$ cat config.mk
export PLATFORM = sky130hd
export DESIGN_NAME = irq_daisy_intr
export DESIGN_NICKNAME = d
export VERILOG_FILES = /design/src/rtl/irq_daisy_pkg.sv /design/src/rtl/irq_level_decode.sv /design/src/rtl/iack_responder.sv /design/src/rtl/irq_daisy_intr.sv
export SDC_FILE = /design/constraint.sdc
export NUM_CORES = 1
export LEC_CHECK = 0
export BUFFER_PORTS_ARGS = -buffer_cell sky130_fd_sc_hd__buf_2
export CAP_MARGIN = 10
export CORE_AREA = 10 10 52 54
export DETAILED_ROUTE_END_ITERATION = 16
export DIE_AREA = 0 0 62 64
export PLACE_DENSITY = 0.77
export RECOVER_POWER = 50
export SLEW_MARGIN = 30
export SYNTH_ARGS = -nofsm -noshare
export SYNTH_HDL_FRONTEND = slang
export SYNTH_SLANG_ARGS = --single-unit
$ cat constraint.sdc
create_clock -name clk -period 2.8 [get_ports clk]
set_input_delay 0.14 -clock clk [delete_from_list [all_inputs] [get_ports clk]]
set_output_delay 0.14 -clock clk [all_outputs]
set_load 0.05 [all_outputs]
$ cat src/rtl/irq_daisy_pkg.sv
package irq_daisy_pkg;
    typedef enum logic [1:0] {
        ACK_IDLE  = 2'd0,
        ACK_CLAIM = 2'd1,
        ACK_PASS  = 2'd2
    } ack_state_e;
endpackage

$ cat src/rtl/irq_level_decode.sv
// Turns the registered level code into active-low request lines.
module irq_level_decode #(
    parameter int NUM_LVL = 7,
    parameter int LVL_W   = 3
) (
    input  logic [LVL_W-1:0]   lvl_i,
    input  logic               active_i,
    output logic [NUM_LVL-1:0] line_n_o
);
    for (genvar g = 0; g < NUM_LVL; g++) begin : g_line
        localparam logic [LVL_W-1:0] CODE = LVL_W'(g + 1);
        assign line_n_o[g] = ~(active_i && (lvl_i == CODE));
    end
endmodule

$ cat src/rtl/iack_responder.sv
// Acknowledge chain decision: claim or pass, held until the input rises.
module iack_responder
    import irq_daisy_pkg::*;
#(
    parameter int LVL_W = 3
) (
    input  logic             clk,
    input  logic             rst_n,
    input  logic             iackin_n_i,
    input  logic [LVL_W-1:0] ack_lvl_i,
    input  logic [LVL_W-1:0] own_lvl_i,
    input  logic             req_i,
    output logic             claim_o,
    output logic             claimed_o,
    output logic             passing_o
);
    typedef struct packed {
        ack_state_e st;
    } resp_t;

    resp_t s_d, s_q;

    always_comb begin
        s_d     = s_q;
        claim_o = 1'b0;
        if (iackin_n_i) begin
            s_d.st = ACK_IDLE;
        end else if (s_q.st == ACK_IDLE) begin
            if (req_i && (ack_lvl_i == own_lvl_i)) begin
                s_d.st  = ACK_CLAIM;
                claim_o = 1'b1;
            end else begin
                s_d.st = ACK_PASS;
            end
        end
    end

    always_ff @(posedge clk) begin
        if (!rst_n) s_q <= '{st: ACK_IDLE};
        else        s_q <= s_d;
    end

    assign claimed_o = (s_q.st == ACK_CLAIM) && !iackin_n_i;
    assign passing_o = (s_q.st == ACK_PASS)  && !iackin_n_i;
endmodule

$ cat src/rtl/irq_daisy_intr.sv
module irq_daisy_intr #(
    parameter int NUM_LVL = 7,
    parameter int LVL_W   = 3,
    parameter int VEC_W   = 8
) (
    input  logic               clk,
    input  logic               rst_n,
    input  logic [LVL_W-1:0]   lvl_sw_i,
    input  logic               irq_en_i,
    input  logic               irq_cond_i,
    input  logic [VEC_W-1:0]   vec_i,
    input  logic               iackin_n_i,
    input  logic [LVL_W-1:0]   ack_lvl_i,
    output logic [NUM_LVL-1:0] irq_n_o,
    output logic               iackout_n_o,
    output logic               dtack_n_o,
    output logic               vec_oe_o,
    output logic [VEC_W-1:0]   vec_o,
    output logic               pend_o
);
    typedef struct packed {
        logic             pend;
        logic             req;
        logic [LVL_W-1:0] lvl;
        logic [VEC_W-1:0] vec;
    } core_t;

    core_t c_d, c_q;
    logic  claim, claimed, passing;

    iack_responder #(.LVL_W(LVL_W)) u_resp (
        .clk        (clk),
        .rst_n      (rst_n),
        .iackin_n_i (iackin_n_i),
        .ack_lvl_i  (ack_lvl_i),
        .own_lvl_i  (c_q.lvl),
        .req_i      (c_q.req),
        .claim_o    (claim),
        .claimed_o  (claimed),
        .passing_o  (passing)
    );

    irq_level_decode #(.NUM_LVL(NUM_LVL), .LVL_W(LVL_W)) u_dec (
        .lvl_i    (c_q.lvl),
        .active_i (c_q.req),
        .line_n_o (irq_n_o)
    );

    always_comb begin
        c_d      = c_q;
        c_d.lvl  = lvl_sw_i;
        c_d.pend = irq_cond_i | (c_q.pend & ~claim);
        c_d.req  = c_d.pend & irq_en_i & (lvl_sw_i != '0);
        if (claim) c_d.vec = vec_i;
    end

    always_ff @(posedge clk) begin
        if (!rst_n) c_q <= '0;
        else        c_q <= c_d;
    end

    assign iackout_n_o = ~passing;
    assign dtack_n_o   = ~claimed;
    assign vec_oe_o    = claimed;
    assign vec_o       = c_q.vec;
    assign pend_o      = c_q.pend;
endmodule

Word-level counts from Yosys, hierarchy flattened
Index checks and enable logic that the tools add are counted.

word-level totals
  flip-flop bits (word level) = 15
  bits of input ports = 19
  output and inout bits = 19
  word-level logic and storage cells = 48

operators by class
  equal/unequal tests = 10
  muxes and demuxes = 4
  bitwise gates (word level) = 15
  reduce and logical (&&, ||, !) cells = 14

operators with widths
  operator                                                         count
  3-bit == test, second input constant                             4
  1-bit NOT                                                        11
  1-bit logical AND                                                10
  3-bit by 2-bit == test with 1-bit output, second input constant  2
  1-bit bitwise AND                                                3
  3-bit by 1-bit == test with 1-bit output, second input constant  1
  3-bit == test                                                    1
  1-bit two-way mux                                                3
  3-bit nonzero test                                               1
  2-bit by 1-bit == test with 1-bit output, second input constant  1
  2-bit == test, second input constant                             1
  2-bit logical NOT                                                1
  2-bit two-way mux                                                1
  2-bit OR reduction                                               1
  1-bit logical NOT                                                1
  1-bit OR                                                         1

Longest topological paths before layout
  depth after elaboration = 10
  depth in mapped cells = 4
  mapped depth without buffers = 3

Modules after synthesis
From an unflattened synthesis, not the netlist that was laid out.

second synthesis, totals
  cell total of the unflattened synthesis = 70
  area, all modules = 713.2 um^2

modules (own cells, without submodules)
  module            instances  cells each  area each (um^2)  seq. area each (um^2)
  irq_daisy_intr    1          48          503.0             260.2
  iack_responder    1          15          143.9             40.0
  irq_level_decode  1          7           66.3              0.0

Least setup slack after synthesis
OpenSTA, ideal clock, no wires.

  path type = register to register
  from = register u_resp.s_q[0] (netlist name)
  to = register c_q, in the netlist vec_o[0]
  library setup time = 0.072 ns
  arrival = 1.345 ns
  required time = 2.728 ns
  path slack = 1.383 ns
  cell stages (with the launch flop) = 5
  path buffers = 1
  clock period less this slack = 1.417 ns
  cells stage by stage = dfxtp_1 -> or4b_1 -> nor4_2 -> buf_6 -> mux2i_1

on the way
  cells in the longest elaborated chain, start to end = 3

ends and longest elaborated chain
  what                    line                  source
  start, declared         iack_responder.sv:21  resp_t s_d, s_q;
  start signal, assigned  iack_responder.sv:39  if (!rst_n) s_q <= '{st: ACK_IDLE};
  2-bit logical NOT       iack_responder.sv:28  end else if (s_q.st == ACK_IDLE) begin
  1-bit two-way mux       iack_responder.sv:28
  1-bit two-way mux       iack_responder.sv:26  if (iackin_n_i) begin
  end signal, assigned    irq_daisy_intr.sv:58  if (!rst_n) c_q <= '0;
  end signal, assigned    irq_daisy_intr.sv:59  else c_q <= c_d;
  end, declared           irq_daisy_intr.sv:28  core_t c_d, c_q;

No other way between the ends.
A chain may end at the register's enable or synchronous reset.

Worst setup path after layout
  from = register c_q[11] (netlist name)
  to = register c_q, in the netlist vec_o[6]

on the way
  cells in the longest elaborated chain, start to end = 4

ends and longest elaborated chain
  what               line                  source
  1-bit logical AND  iack_responder.sv:29  if (req_i && (ack_lvl_i == own_lvl_i)) begin
  1-bit two-way mux  iack_responder.sv:29
  1-bit two-way mux  iack_responder.sv:28
  1-bit two-way mux  iack_responder.sv:26

No other way between the ends.

==> run summary <==
Status: finished clean
Initial antenna violation count: 0
GP Congestion: 0.6966
Inserted Diodes: 0
Clock root buffer: clkbuf_4
Via count: 645
HP Class: in2reg
Worst Path Required: 3010 ps
RSZ-0062 raised after global routing: false
Slew Limit Fails: 0
Final wirelength: 1725 µm
Post-route cell area: 895.9 µm²
Nets: 137
Post-DP HPWL: 1376 µm
Max FO, Critical Path: 10
Syn avg cell area: 8.557 µm²
CTS tree: yes
Hold Violations, Final: 0
Layout cells sized above 1: 0.2479
Clock skew: 1.153 ps
Post-synth ARST share: 0
Setup Buffers After CTS: 0
Die area: 0.003968 mm²
Grt total ovfl: 0
Worst-path cell chain: or4b_1, nor4_2, buf_4, mux2i_1
Critical path type: reg2reg
# setup viols final: 0
Worst Tran Pin Value: 918.7 ps
Capturing point of the worst reg2reg path: vec_o[6]$_SDFFE_PN0P_
Netlist cell types: 22
Drt initial violations: 14
Crit path capture type: flop
Core area: 0.001708 mm²
CTS clk-pin slew, worst paths: 80 ps
Fill count: 182
Place WS: 1235 ps
Post-route ant nets: 0
Die height: 64 µm
Power Density: 453.5 mW/mm²
Relative slew slack: 0.3875
Die Wd: 62 µm
Average wire per standard cell: 12.15 µm
P&R area growth vs syn: 20.34%
Post-route DRC: 0
Final worst slack: 1222 ps
Syn. warnings: 0
Top-count cell post-synth: nand2_1
Vias per Instance: 4.542
Clock buffer depth: 2
Crit-path slowest cell: or4b_1
Placed instance area: 885.9 µm²
RR Startpoint: c_q[11]$_SDFF_PN0_
Largest stage delay, worst path: 470 ps
CTS buffer count: 3
Rows: 15
Post-Route Utilization: 0.5245
Vias in the first global route: 652
Hold-fix buffers, CTS: 0
# resized after CTS: 0
Syn_nets: 106
Post-synth top area share: 0.4034
Synth cell count leaders: 21 x nand2_1, 15 x dfxtp_1, 8 x buf_4, 8 x mux2i_1, 6 x nand3_1
Clk_lat worst skew: 280 ps
Ports: 38
Min Clock Period, post-route: 1578 ps
Register area share after synthesis: 0.4034
Max_cap viols: 0
CP arrival: 1790 ps
Largest cells by area after synthesis: dfxtp_1 40%, mux2i_1 11%, nand2_1 11%
Max VDD drop: 0.2484 mV
Largest net degree at the start of global routing: 26
Reg2Reg Depth: 4
Critical Path Start Type: flop
Synth Flop Type: dfxtp_1
CTS Sinks: 15
Number of iterations in the first detailed-routing pass: 4
Pleak: 0.0003730 µW
First-pass GRT wire length: 2725 µm
Synth Cell Area: 744.5 µm²
Gate count of the mapped netlist: 87
Post-Route Setup TNS: 0 ps
I/O Buffers: 37
Overall power: 406.3 µW
Fmax: 0.6338 GHz
Crit path launch: c_q[11]$_SDFF_PN0_
Fin crit share: 0.5635
Reg2reg setup slack: 1220 ps
Overall routing resource usage: 0.08878
Post-synth EDFFs: 0
Initial Util: 0.4359
Synth area leader: dfxtp_1
Flops & latches, synth: 15
H-tree Lvls: 1
Worst setup endpoint: vec_o[6]$_SDFFE_PN0P_
==> cells by family (layout without fill, tap and decap cells) <==
family	Yosys count	in the layout	synth area share
XOR/XNOR	3	3	0.03530
multiplexers	8	8	0.1076
flip-flops	15	15	0.4034
buffers and inverters	14	44	0.1210
AND/OR/NAND/NOR	43	43	0.2941
AO/OA/AOI/OAI	4	4	0.03866
==> flip-flops by register name, summed over array words and instances (netlist names) <==
name,cells
pend_o,1
c_q,4
u_resp.s_q,2
vec_o,8
==> cells in the final DEF, fill, tap and decap left out, drive strengths merged, types with 3 or more instances in the layout <==
cell,n
clkbuf,17
dfxtp,15
mux2i,8
buf,25
xor2,3
and2,3
nand3,6
nand2,21
nor2b,4
==> where the power goes <==
group / internal (µW) / total, µW / leakage (µW) / switching, µW
registers: 220 / 227 / 0.000123 / 7.67
clock network: 55.4 / 121 / 0.0000150 / 66.1
logic: 21.7 / 57.5 / 0.000235 / 35.8
==> routing by layer <==
metal  vias to the layer above  routed length (µm)  track usage
li1                        340                   -            -
met1                       271                 756      0.09122
met3                         4                 213      0.04941
met2                        30                 736       0.1410
met4                         0                  18      0.04190
met5                         -                   0            0
==> worst min-delay path by stage <==
stage / from / end / slack (ps) / cells after the start
finish: iackin_n_i / u_resp.s_q[1]$_SDFFE_PP0N_ / 60 / 2
global placement: irq_cond_i / pend_o$_SDFF_PN0_ / 360 / 3
global route: iackin_n_i / u_resp.s_q[1]$_SDFFE_PP0N_ / 70 / 2
floorplan: iackin_n_i / u_resp.s_q[1]$_SDFFE_PP0N_ / 220 / 1
CTS: iackin_n_i / u_resp.s_q[1]$_SDFFE_PP0N_ / 60 / 2
detailed placement: irq_cond_i / pend_o$_SDFF_PN0_ / 360 / 3
==> stage by stage <==
| step | cells | hold slack [ps] |
|---|---|---|
| 2_1_floorplan | 87 | 216.7 |
| 3_3_place_gp | 138 | 355.8 |
| 3_5_place_dp | 138 | 360.9 |
| 4_1_cts | 142 | 63.14 |
| 5_1_grt | 142 | 73.08 |
| 6_report | 142 | 61.80 |
==> area by class of cell <==
type	instances	area, µm²	share of cell area
clock buffer	4	26.28	0.02933
inverter	2	7.507	0.008380
multi-input combinational	58	354.1	0.3953
sequential	15	300.3	0.3352
tap	25	31.28	0.03492
timing repair buffer	38	176.4	0.1969
==> critical path: cells and delay by family (launching register included) <==
| kind | cells | cell delay (ps) |
|---|---|---|
| simple gates | 2 | 630 |
| flops | 1 | 420 |
| buf+inv | 1 | 250 |
| mux | 1 | 210 |
Note: power is estimated with default switching activity, not from simulation.
